## config.mk

```make
export PLATFORM = sky130hd
export DESIGN_NAME = quad_bank_agu
export DESIGN_NICKNAME = d
export VERILOG_FILES = /design/src/rtl/agu_pkg.sv /design/src/rtl/agu_ptr_file.sv /design/src/rtl/agu_ptr_update.sv /design/src/rtl/agu_bank_gen.sv /design/src/rtl/quad_bank_agu.sv
export SDC_FILE = /design/constraint.sdc
export NUM_CORES = 1
export LEC_CHECK = 0
export BUFFER_PORTS_ARGS = -buffer_cell sky130_fd_sc_hd__buf_2
export CORE_MARGIN = 5
export CORE_UTILIZATION = 50
export CTS_BUF_LIST = sky130_fd_sc_hd__clkbuf_8
export CTS_CLUSTER_SIZE = 16
export DETAILED_ROUTE_END_ITERATION = 12
export PLACE_DENSITY_LB_ADDON = 0.08
export SLEW_MARGIN = 20
export SYNTH_ARGS = -nofsm -noshare
export SYNTH_HDL_FRONTEND = slang
export SYNTH_HIERARCHICAL = 1
export SYNTH_SLANG_ARGS = --single-unit
```

## constraint.sdc

```tcl
create_clock -name clk -period 24.8 [get_ports clk]
set_input_delay 4.96 -clock clk [delete_from_list [all_inputs] [get_ports clk]]
set_output_delay 4.96 -clock clk [all_outputs]
set_load 0.05 [all_outputs]
```

## src/rtl/agu_pkg.sv

```systemverilog
// agu_pkg: shared widths, extended-mode encoding and the partial bit reversal.
// Assumes a 16-bit address space; the keep count is wide enough to hold AW.
package agu_pkg;
    localparam int AW = 16;
    localparam int KW = $clog2(AW + 1);

    typedef enum logic [1:0] {
        EXT_NONE = 2'b00,
        EXT_MOD  = 2'b01,
        EXT_REV  = 2'b10,
        EXT_TAB  = 2'b11
    } ext_mode_t;

    // Reverse the address bits, leaving the top 'keep' bits where they are.
    function automatic logic [AW-1:0] rev_keep(input logic [AW-1:0] p,
                                               input logic [KW-1:0] keep);
        logic [AW-1:0] r;
        for (int i = 0; i < AW; i++)
            r[i] = (i >= AW - int'(keep)) ? p[i] : p[AW-1-i];
        return r;
    endfunction
endpackage

```

## src/rtl/agu_ptr_file.sv

```systemverilog
// agu_ptr_file: the pointer registers, with one read port, one write-back
// port and one load port. The load has priority on a same-index collision.
module agu_ptr_file #(
    parameter int NPTR = 8,
    parameter int AW   = 16,
    localparam int PW  = $clog2(NPTR)
) (
    input  logic          clk,
    input  logic          rst_n,
    input  logic [PW-1:0] rd_idx,
    output logic [AW-1:0] rd_val,
    input  logic          wb_en,
    input  logic [PW-1:0] wb_idx,
    input  logic [AW-1:0] wb_val,
    input  logic          ld_en,
    input  logic [PW-1:0] ld_idx,
    input  logic [AW-1:0] ld_val
);
    logic [AW-1:0] regs [NPTR];

    // Read the selected pointer combinationally.
    assign rd_val = regs[rd_idx];

    // Reset, load or write back each pointer.
    always_ff @(posedge clk) begin
        if (!rst_n) begin
            for (int i = 0; i < NPTR; i++) regs[i] <= '0;
        end else begin
            if (wb_en && !(ld_en && ld_idx == wb_idx)) regs[wb_idx] <= wb_val;
            if (ld_en) regs[ld_idx] <= ld_val;
        end
    end


    load_lands_chk: assert property (@(posedge clk) disable iff (!rst_n)
        ld_en |=> regs[$past(ld_idx)] == $past(ld_val));


    writeback_lands_chk: assert property (@(posedge clk) disable iff (!rst_n)
        (wb_en && !(ld_en && ld_idx == wb_idx)) |=> regs[$past(wb_idx)] == $past(wb_val));


    reset_clears_chk: assert property (@(posedge clk) disable iff (!rst_n)
        !$past(rst_n) |-> (regs[rd_idx] == '0));
endmodule

```

## src/rtl/agu_ptr_update.sv

```systemverilog
// agu_ptr_update: works out the post-modified pointer and whether it is
// written back, including the modulo reload. Purely combinational.
module agu_ptr_update
    import agu_pkg::*;
#(
    parameter int OW = 11
) (
    input  logic          valid,
    input  logic [2:0]    mode,
    input  logic [1:0]    ext,
    input  logic [AW-1:0] ptr,
    input  logic [AW-1:0] idx_val,
    input  logic [OW-1:0] imm,
    input  logic [AW-1:0] top_addr,
    input  logic [AW-1:0] bot_addr,
    output logic          wb_en,
    output logic [AW-1:0] wb_val
);
    logic [AW-1:0] imm_x;
    logic [AW-1:0] stepped;

    assign imm_x = AW'(imm);

    // Apply the post-modify arithmetic selected by the mode code.
    always_comb begin
        unique case (mode)
            3'b001:  stepped = ptr + AW'(1);
            3'b010:  stepped = ptr - AW'(1);
            3'b011:  stepped = ptr + idx_val;
            3'b100:  stepped = ptr + imm_x;
            3'b101:  stepped = ptr - imm_x;
            default: stepped = ptr;
        endcase
    end

    // Enable write-back for the five modifying codes; reload on a modulo hit.
    always_comb begin
        wb_en  = valid && (mode inside {3'b001, 3'b010, 3'b011, 3'b100, 3'b101});
        wb_val = (ext == EXT_MOD && stepped == bot_addr) ? top_addr : stepped;
    end
endmodule

```

## src/rtl/agu_bank_gen.sv

```systemverilog
// agu_bank_gen: adds the column and row terms to the base, then fans the sum
// out to the banks with a per-bank stride multiple. All sums wrap.
module agu_bank_gen #(
    parameter int NBANK = 4,
    parameter int AW    = 16
) (
    input  logic [AW-1:0]       base,
    input  logic [AW-1:0]       col,
    input  logic [AW-1:0]       row,
    input  logic [AW-1:0]       stride,
    output logic [NBANK*AW-1:0] addr
);
    logic [AW-1:0] origin;

    // Common part shared by every bank.
    assign origin = base + col + row;

    for (genvar k = 0; k < NBANK; k++) begin : g_bank
        // Bank k sits k strides away from the origin.
        assign addr[k*AW +: AW] = origin + AW'(k) * stride;
    end
endmodule

```

## src/rtl/quad_bank_agu.sv

```systemverilog
// quad_bank_agu: top level. Selects a pointer, forms the base (plain or
// partially reversed), picks the column and row terms (registers or table)
// and issues four bank addresses. The pointer write-back happens at the edge.
module quad_bank_agu
    import agu_pkg::*;
#(
    parameter int NPTR  = 8,
    parameter int NBANK = 4,
    parameter int NTAB  = 4,
    parameter int OW    = 11,
    localparam int PW   = $clog2(NPTR),
    localparam int TW   = $clog2(NTAB)
) (
    input  logic               clk,
    input  logic               rst_n,
    input  logic               ld_en,
    input  logic [PW-1:0]      ld_idx,
    input  logic [AW-1:0]      ld_val,
    input  logic               op_valid,
    input  logic [PW-1:0]      ptr_sel,
    input  logic [2:0]         post_mode,
    input  logic [1:0]         ext_mode,
    input  logic [AW-1:0]      idx_val,
    input  logic [OW-1:0]      imm_ofs,
    input  logic [AW-1:0]      top_addr,
    input  logic [AW-1:0]      bot_addr,
    input  logic [KW-1:0]      keep_cnt,
    input  logic [AW-1:0]      col_ofs,
    input  logic [AW-1:0]      ind_ofs,
    input  logic [2*TW-1:0]    tab_sel,
    input  logic [NTAB*AW-1:0] tab_regs,
    output logic [NBANK*AW-1:0] bank_addr,
    output logic               ptr_wb_en,
    output logic [AW-1:0]      ptr_wb_val
);
    logic [AW-1:0] ptr_cur;
    logic [AW-1:0] base;
    logic [AW-1:0] col_term;
    logic [AW-1:0] row_term;

    agu_ptr_file #(.NPTR(NPTR), .AW(AW)) u_ptrs (
        .clk(clk), .rst_n(rst_n),
        .rd_idx(ptr_sel), .rd_val(ptr_cur),
        .wb_en(ptr_wb_en), .wb_idx(ptr_sel), .wb_val(ptr_wb_val),
        .ld_en(ld_en), .ld_idx(ld_idx), .ld_val(ld_val)
    );

    agu_ptr_update #(.OW(OW)) u_upd (
        .valid(op_valid), .mode(post_mode), .ext(ext_mode), .ptr(ptr_cur),
        .idx_val(idx_val), .imm(imm_ofs), .top_addr(top_addr),
        .bot_addr(bot_addr), .wb_en(ptr_wb_en), .wb_val(ptr_wb_val)
    );

    // Form the base and choose column and row terms for the current mode.
    always_comb begin
        base     = (ext_mode == EXT_REV) ? rev_keep(ptr_cur, keep_cnt) : ptr_cur;
        col_term = col_ofs;
        row_term = '0;
        if (ext_mode == EXT_TAB) begin
            col_term = tab_regs[int'(tab_sel[2*TW-1:TW])*AW +: AW];
            row_term = tab_regs[int'(tab_sel[TW-1:0])*AW +: AW];
        end
    end

    agu_bank_gen #(.NBANK(NBANK), .AW(AW)) u_banks (
        .base(base), .col(col_term), .row(row_term), .stride(ind_ofs),
        .addr(bank_addr)
    );


    bank_stride_chk: assert property (@(posedge clk) disable iff (!rst_n)
        (bank_addr[2*AW-1:AW] - bank_addr[AW-1:0]) == ind_ofs);


    hold_codes_chk: assert property (@(posedge clk) disable iff (!rst_n)
        (post_mode == 3'b000 || post_mode[2:1] == 2'b11 || !op_valid) |-> !ptr_wb_en);


    modulo_never_bottom_chk: assert property (@(posedge clk) disable iff (!rst_n)
        (ptr_wb_en && ext_mode == EXT_MOD && top_addr != bot_addr) |-> ptr_wb_val != bot_addr);


    hold_keeps_ptr_chk: assert property (@(posedge clk) disable iff (!rst_n)
        (op_valid && post_mode == 3'b000 && !ld_en) |=> $stable(ptr_cur) || ptr_sel != $past(ptr_sel));
endmodule

```

# Word level (Yosys, flattened, before mapping)
# Memories as Yosys holds them, arrays and structs flattened.
# Cells that the tools add are included.
# Widths: inputs -> output; s select.
[classes] n_addsub=11 multipliers=1 n_lt_le_gt_ge=16 eq_ne=10 shifts=2 mux=34 n_reduce_logical=8
[op_table] op="$shiftx 64x7->16" count=2
[op_table] op="$add 16x16->16" count=6
[op_table] op="$mux 16" count=6
[op_table] op="$pmux 16 s5" count=1
[op_table] op="$ge 5x6->1 const A" count=8
[op_table] op="$reduce_or 16->1" count=2
[op_table] op="$mux 1" count=25
[op_table] op="$ge 4x6->1 const A" count=4
[op_table] op="$add 16x1->16 const B" count=1
[op_table] op="$add 16x11->16" count=1
[op_table] op="$eq 16x16->1" count=1
[op_table] op="$mul 2x16->16 const A" count=1
[op_table] op="$sub 16x1->16 const B" count=1
[op_table] op="$sub 16x11->16" count=1
[op_table] op="$ge 3x6->1 const A" count=2
[op_table] op="$eq 3x2->1 const B" count=2
[op_table] op="$eq 3x3->1 const B" count=2
[op_table] op="$ge 1x6->1 const A" count=1
[op_table] op="$ge 2x6->1 const A" count=1
[op_table] op="$mux 3" count=2
[op_table] op="$sub 5x5->6 const A" count=1
[op_table] op="$reduce_bool 5->1" count=1
[op_table] op="$eq 2x2->1 const B" count=2
[op_table] op="$logic_and 1x1->1" count=4
[op_table] op="other kinds (4)" count=4
[word_totals] register_bits=0 ramBits=128 output_inout_bits=81 memories=1
[memory_table] memory="u_ptrs.regs" depth=8 word_bits=16 rd=1 rd_ports_with_merged_regs=0 write_ports=8 line_no="agu_ptr_file.sv:19" source="logic [AW-1:0] regs [NPTR];"

# Longest topological paths before layout
[logic_depth] depth_word=9 mapped_depth=30 mapped_depth_nobuf=28

# Modules after synthesis
# The synthesis kept the hierarchy.
[modules_own_cells] module="agu_ptr_file" n_inst=1 cells_per_inst=443 area_per_inst_um2=6811.5
[modules_own_cells] module="agu_bank_gen" n_inst=1 cells_per_inst=377 area_per_inst_um2=3206.8
[modules_own_cells] module="agu_ptr_update" n_inst=1 cells_per_inst=364 area_per_inst_um2=2560.0
[modules_own_cells] module="quad_bank_agu" n_inst=1 cells_per_inst=187 area_per_inst_um2=1796.7

# Worst setup path after synthesis
# Ideal clock, no wire load.
[synth_timing] kind="input -> output" from="input keep_cnt[0]" to="output bank_addr[30]" t_arrival_ps=11858 setup_slack_ps=7982 path_stages=20 n_path_buf=1 cell_sequence="buf_2 inv_1 ha_1 or4_4 a21oi_2 o21ai_2 a21o_1 mux2_4 fa_1 ha_1 o21ai_0 o21bai_1 a21oi_1 xnor2_1 ha_1 a21o_1 a21o_1 a21oi_1 o221ai_1 o311ai_0"
[synth_via] elab_chain_cells=7 word_cells_on_any_way=35 classes_between="add/sub (4); order compare (15); mux (16)"
[synth_rtl] item="start: declaration" line_no="quad_bank_agu.sv:27" source="input logic [KW-1:0] keep_cnt,"
[synth_rtl] item="$sub 5x5->6" line_no="agu_pkg.sv:19" source="r[i] = (i >= AW - int'(keep)) ? p[i] : p[AW-1-i];"
[synth_rtl] item="$ge 4x6->1" line_no="agu_pkg.sv:19"
[synth_rtl] item="$mux 1" line_no="agu_pkg.sv:19"
[synth_rtl] item="$mux 16" line_no="quad_bank_agu.sv:56" source="base = (ext_mode == EXT_REV) ? rev_keep(ptr_cur, keep_cnt) : ptr_cur;"
[synth_rtl] item="named net base[5]" line_no="quad_bank_agu.sv:37" source="logic [AW-1:0] base;"
[synth_rtl] item="$add 16x16->16 (2 in series)" line_no="agu_bank_gen.sv:16" source="assign origin = base + col + row;"
[synth_rtl] item="named net bank_addr[7]" line_no="quad_bank_agu.sv:32" source="output logic [NBANK*AW-1:0] bank_addr,"
[synth_rtl] item="$add 16x16->16" line_no="agu_bank_gen.sv:20" source="assign addr[k*AW +: AW] = origin + AW'(k) * stride;"
[synth_rtl] item="end: declaration" line_no="quad_bank_agu.sv:32"
# The timed path passes the listed nets, and every way through them passes these cells.

# Worst setup path in the final report
[layout_timing] from="input keep_cnt[1]" to="output bank_addr[63]"
[layout_via] elab_chain_cells=7 word_cells_on_any_way=37 classes_between="add/sub (4); order compare (16); mux (17)"
[layout_rtl] item="$sub 5x5->6" line_no="agu_pkg.sv:19"
[layout_rtl] item="$ge 2x6->1" line_no="agu_pkg.sv:19"
[layout_rtl] item="$mux 1" line_no="agu_pkg.sv:19"
[layout_rtl] item="$mux 16" line_no="quad_bank_agu.sv:56"
[layout_rtl] item="named net base[1]" line_no="quad_bank_agu.sv:37"
[layout_rtl] item="$add 16x16->16 (2 in series)" line_no="agu_bank_gen.sv:16"
[layout_rtl] item="$add 16x16->16" line_no="agu_bank_gen.sv:20"
# The timed path passes the listed nets, and every way through them passes these cells.

==> results.sh <==
export IMPL_outcome="finished clean"
export IMPL_drt_pre_antenna_iters=6
export IMPL_die_x_um=179.6
export IMPL_num_vias=12500
export IMPL_hpwl_mm=36.82
export IMPL_mostFrequentLayoutCell="buf_2"
export IMPL_totalWireLength_mm=48.56
export IMPL_grt_pass1_vias=12490
export IMPL_netlist_area_um2=14380
export IMPL_fillers=2596
export IMPL_clk_root_buffer_cell="clkbuf_8"
export IMPL_top_usage_layer="met2"
export IMPL_cts_resized_gates=0
export IMPL_fin_ws_ps=8342
export IMPL_ys_warn_count=6
export IMPL_placed_cells=1952
export IMPL_power_leakage_nw=6.807
export IMPL_grt_use_met2_pct=49.50
export IMPL_clockBufferDepth=2
export IMPL_layout_common_cells="275 x buf_2, 129 x a22o_1, 128 x edfxtp_1"
export IMPL_rsz0062_at_grt="false"
export IMPL_synth_seq_area_share_pct=26.74
export IMPL_min_period_over_period_pct=66.36
export IMPL_slew_headroom_pct=24.60
export IMPL_hold_start="u_ptrs/regs[4][15]"
export IMPL_cap_violations=0
export IMPL_powerDensity_nw_per_um2=118.4
export IMPL_design_core_area_um2=28550
export IMPL_p_total_w=0.001920
export IMPL_cts_sinks=128
export IMPL_critical_path_slowest_cell="fa_1"
export IMPL_ctsHoldBuffers=0
export IMPL_h_tree_depth=4
export IMPL_critPathKind="input pin to output pin"
export IMPL_crit_family="adder cells"
export IMPL_cts_clk_slew_worst_paths_ps=70
export IMPL_largest_register="u_ptrs/regs"
export IMPL_grt_use_total_pct=28.96
export IMPL_antenna_found_initial=14
export IMPL_crit_path_start_kind="input pin"
export IMPL_worstPathArrival_ps=11500
export IMPL_postRouteAntennaNets=0
export IMPL_dieArea_um2=32240
export IMPL_path_buf_inv=5
export IMPL_slew_viol_final=0
export IMPL_rows=62
export IMPL_setup_tns_final_ps=0
export IMPL_ys_flop_type="edfxtp_1"
export IMPL_drt_iter0_drc=1367
export IMPL_crit_path_max_fanout=12
export IMPL_gp_congestion=0.9943
export IMPL_grt_overflow=0
export IMPL_dpl_worst_slack_ps=8408
export IMPL_r2r_start="u_ptrs/regs[1][9]"
export IMPL_largest_reg_flops=128
export IMPL_portBuffers=275
export IMPL_crit_start="keep_cnt[1]"
export IMPL_syn_inst=1371
export IMPL_finalNonFillerCells=1990
export IMPL_area_growth_pct=12.79
export IMPL_cp_common_cell="a21oi_1"
export IMPL_groute_layer_met1_usage_pct=36.83
export IMPL_syn_mean_instance_area_um2=10.49
export IMPL_syn_nets=1677
export IMPL_max_freq_ghz=0.06076
export IMPL_drc=0
export IMPL_drive_gt1_share_pct=31.06
export IMPL_cts_tree="done"
export IMPL_grt_pass1_wl_mm=73.32
export IMPL_initial_core_util_pct=50.36
export IMPL_viasPerCell=6.283
export IMPL_top_regs="u_ptrs/regs (128)"
export IMPL_crit_required_ps=19840
export IMPL_ioPinCount=276
export IMPL_numCtsBuffers=17
export IMPL_hold_path_class="flop to flop"
export IMPL_setup_viol=0
export IMPL_postCtsSetupBuffers=0
export IMPL_nets=1893
export IMPL_endpoint_kind="output pin"
export IMPL_ir_drop_mv=0.2443
export IMPL_die_height_um=179.6
export IMPL_wire_per_inst_um=24.40
export IMPL_grt_max_degree=43
export IMPL_clkLatencyLatePin_ps=430
export IMPL_synth_enable_flop_cells=128
export IMPL_gr_usage_met3_pct=5.154
export IMPL_synthArstFlopShare_pct=0
export IMPL_fin_crit_ps=16460
export IMPL_yosysUniqueCellTypes=98
export IMPL_fin_skew_ps=11.06
export IMPL_ys_ff_latch=128
export IMPL_slowest_delay_ps=530
export IMPL_worst_pin_slew_ps=1127
export IMPL_hold_viol_final=0
==> path summary, 6_finish.rpt <==
path	to	slack, ps	cells past startpoint
max	bank_addr[63]	8340	29
min	u_ptrs/regs[1][15]	1610	7
max reg2reg	u_ptrs/regs[4][6]	19030	15
min reg2reg	u_ptrs/regs[1][15]	1610	7
==> tightest hold or removal path, cell delays in order (launching register included) <==
cell	delay (ps)
edfxtp_1	320
mux4_2	210
mux2_2	210
xnor2_1	170
mux2_2	240
nand4b_1	110
inv_1	120
a22o_1	130
==> power breakdown <==
group	internal [W]	leakage (nW)	switching (W)	total [W]
combinational	0.000434	5.28	0.00106	0.00150
clock	0.0000950	0.196	0.0000740	0.000169
sequential	0.000251	1.33	0.00000315	0.000254
==> routing by layer <==
| metal | vias to the layer above | part of all wire, % |
|---|---|---|
| li1 | 5696 | - |
| met1 | 6030 | 39 |
| met2 | 639 | 49 |
| met3 | 130 | 8.1 |
| met4 | 8 | 3.7 |
| met5 | - | 0.082 |
==> stage by stage <==
step	instance area, um^2	utilization, %	hold WS [ps]
2_1_floorplan	14380	-	1540
3_3_place_gp	15830	55.45	1568
3_5_place_dp	15830	55.45	1574
4_1_cts	16190	56.72	1599
5_1_grt	16210	56.78	1673
6_report	16210	56.80	1610
==> cells in the mapped netlist (all sizes together) (18+ instances only) <==
cell / number / share of area [%]
a21o: 27 / 1.4
a21oi: 81 / 2.9
a22o: 129 / 7.9
buf: 55 / 2.7
clkbuf: 41 / 1.2
edfxtp: 128 / 27
fa: 34 / 4.7
ha: 77 / 6.7
inv: 64 / 1.7
mux2: 61 / 5.0
mux4: 64 / 10
nand2: 77 / 2.0
nand3: 18 / 0.66
nor2: 87 / 2.3
nor2b: 34 / 1.5
nor3: 29 / 1.2
o21ai: 50 / 1.8
xnor2: 61 / 4.2
xor2: 52 / 3.2
==> cells by family (layout without fill, tap and decap cells) <==
logic type | count (synthesis) | in the layout | synth area share [%]
xor gates and xnor gates | 115 | 115 | 7.694
DFF | 128 | 128 | 26.74
adders and majority gates | 111 | 111 | 11.44
muxes | 134 | 134 | 15.75
AOI/OAI and AO/OA | 398 | 398 | 21.19
buffers and inverters | 160 | 386 | 5.605
and+or+nand+nor | 325 | 325 | 11.59
other | 0 | 9 | 0
==> layout make-up <==
| class | count | area [um^2] | share of cell area (%) |
|---|---|---|---|
| multi-input combinational | 1083 | 9753 | 60.15 |
| sequential | 128 | 3844 | 23.71 |
| timing repair buffer | 293 | 1511 | 9.322 |
| tap | 384 | 480.5 | 2.963 |
| inverter | 64 | 240.2 | 1.482 |
| clock buffer | 17 | 234.0 | 1.443 |
| clock inverter | 12 | 128.9 | 0.7948 |
| antenna | 9 | 22.52 | 0.1389 |
(Power assumes the default switching activity.)
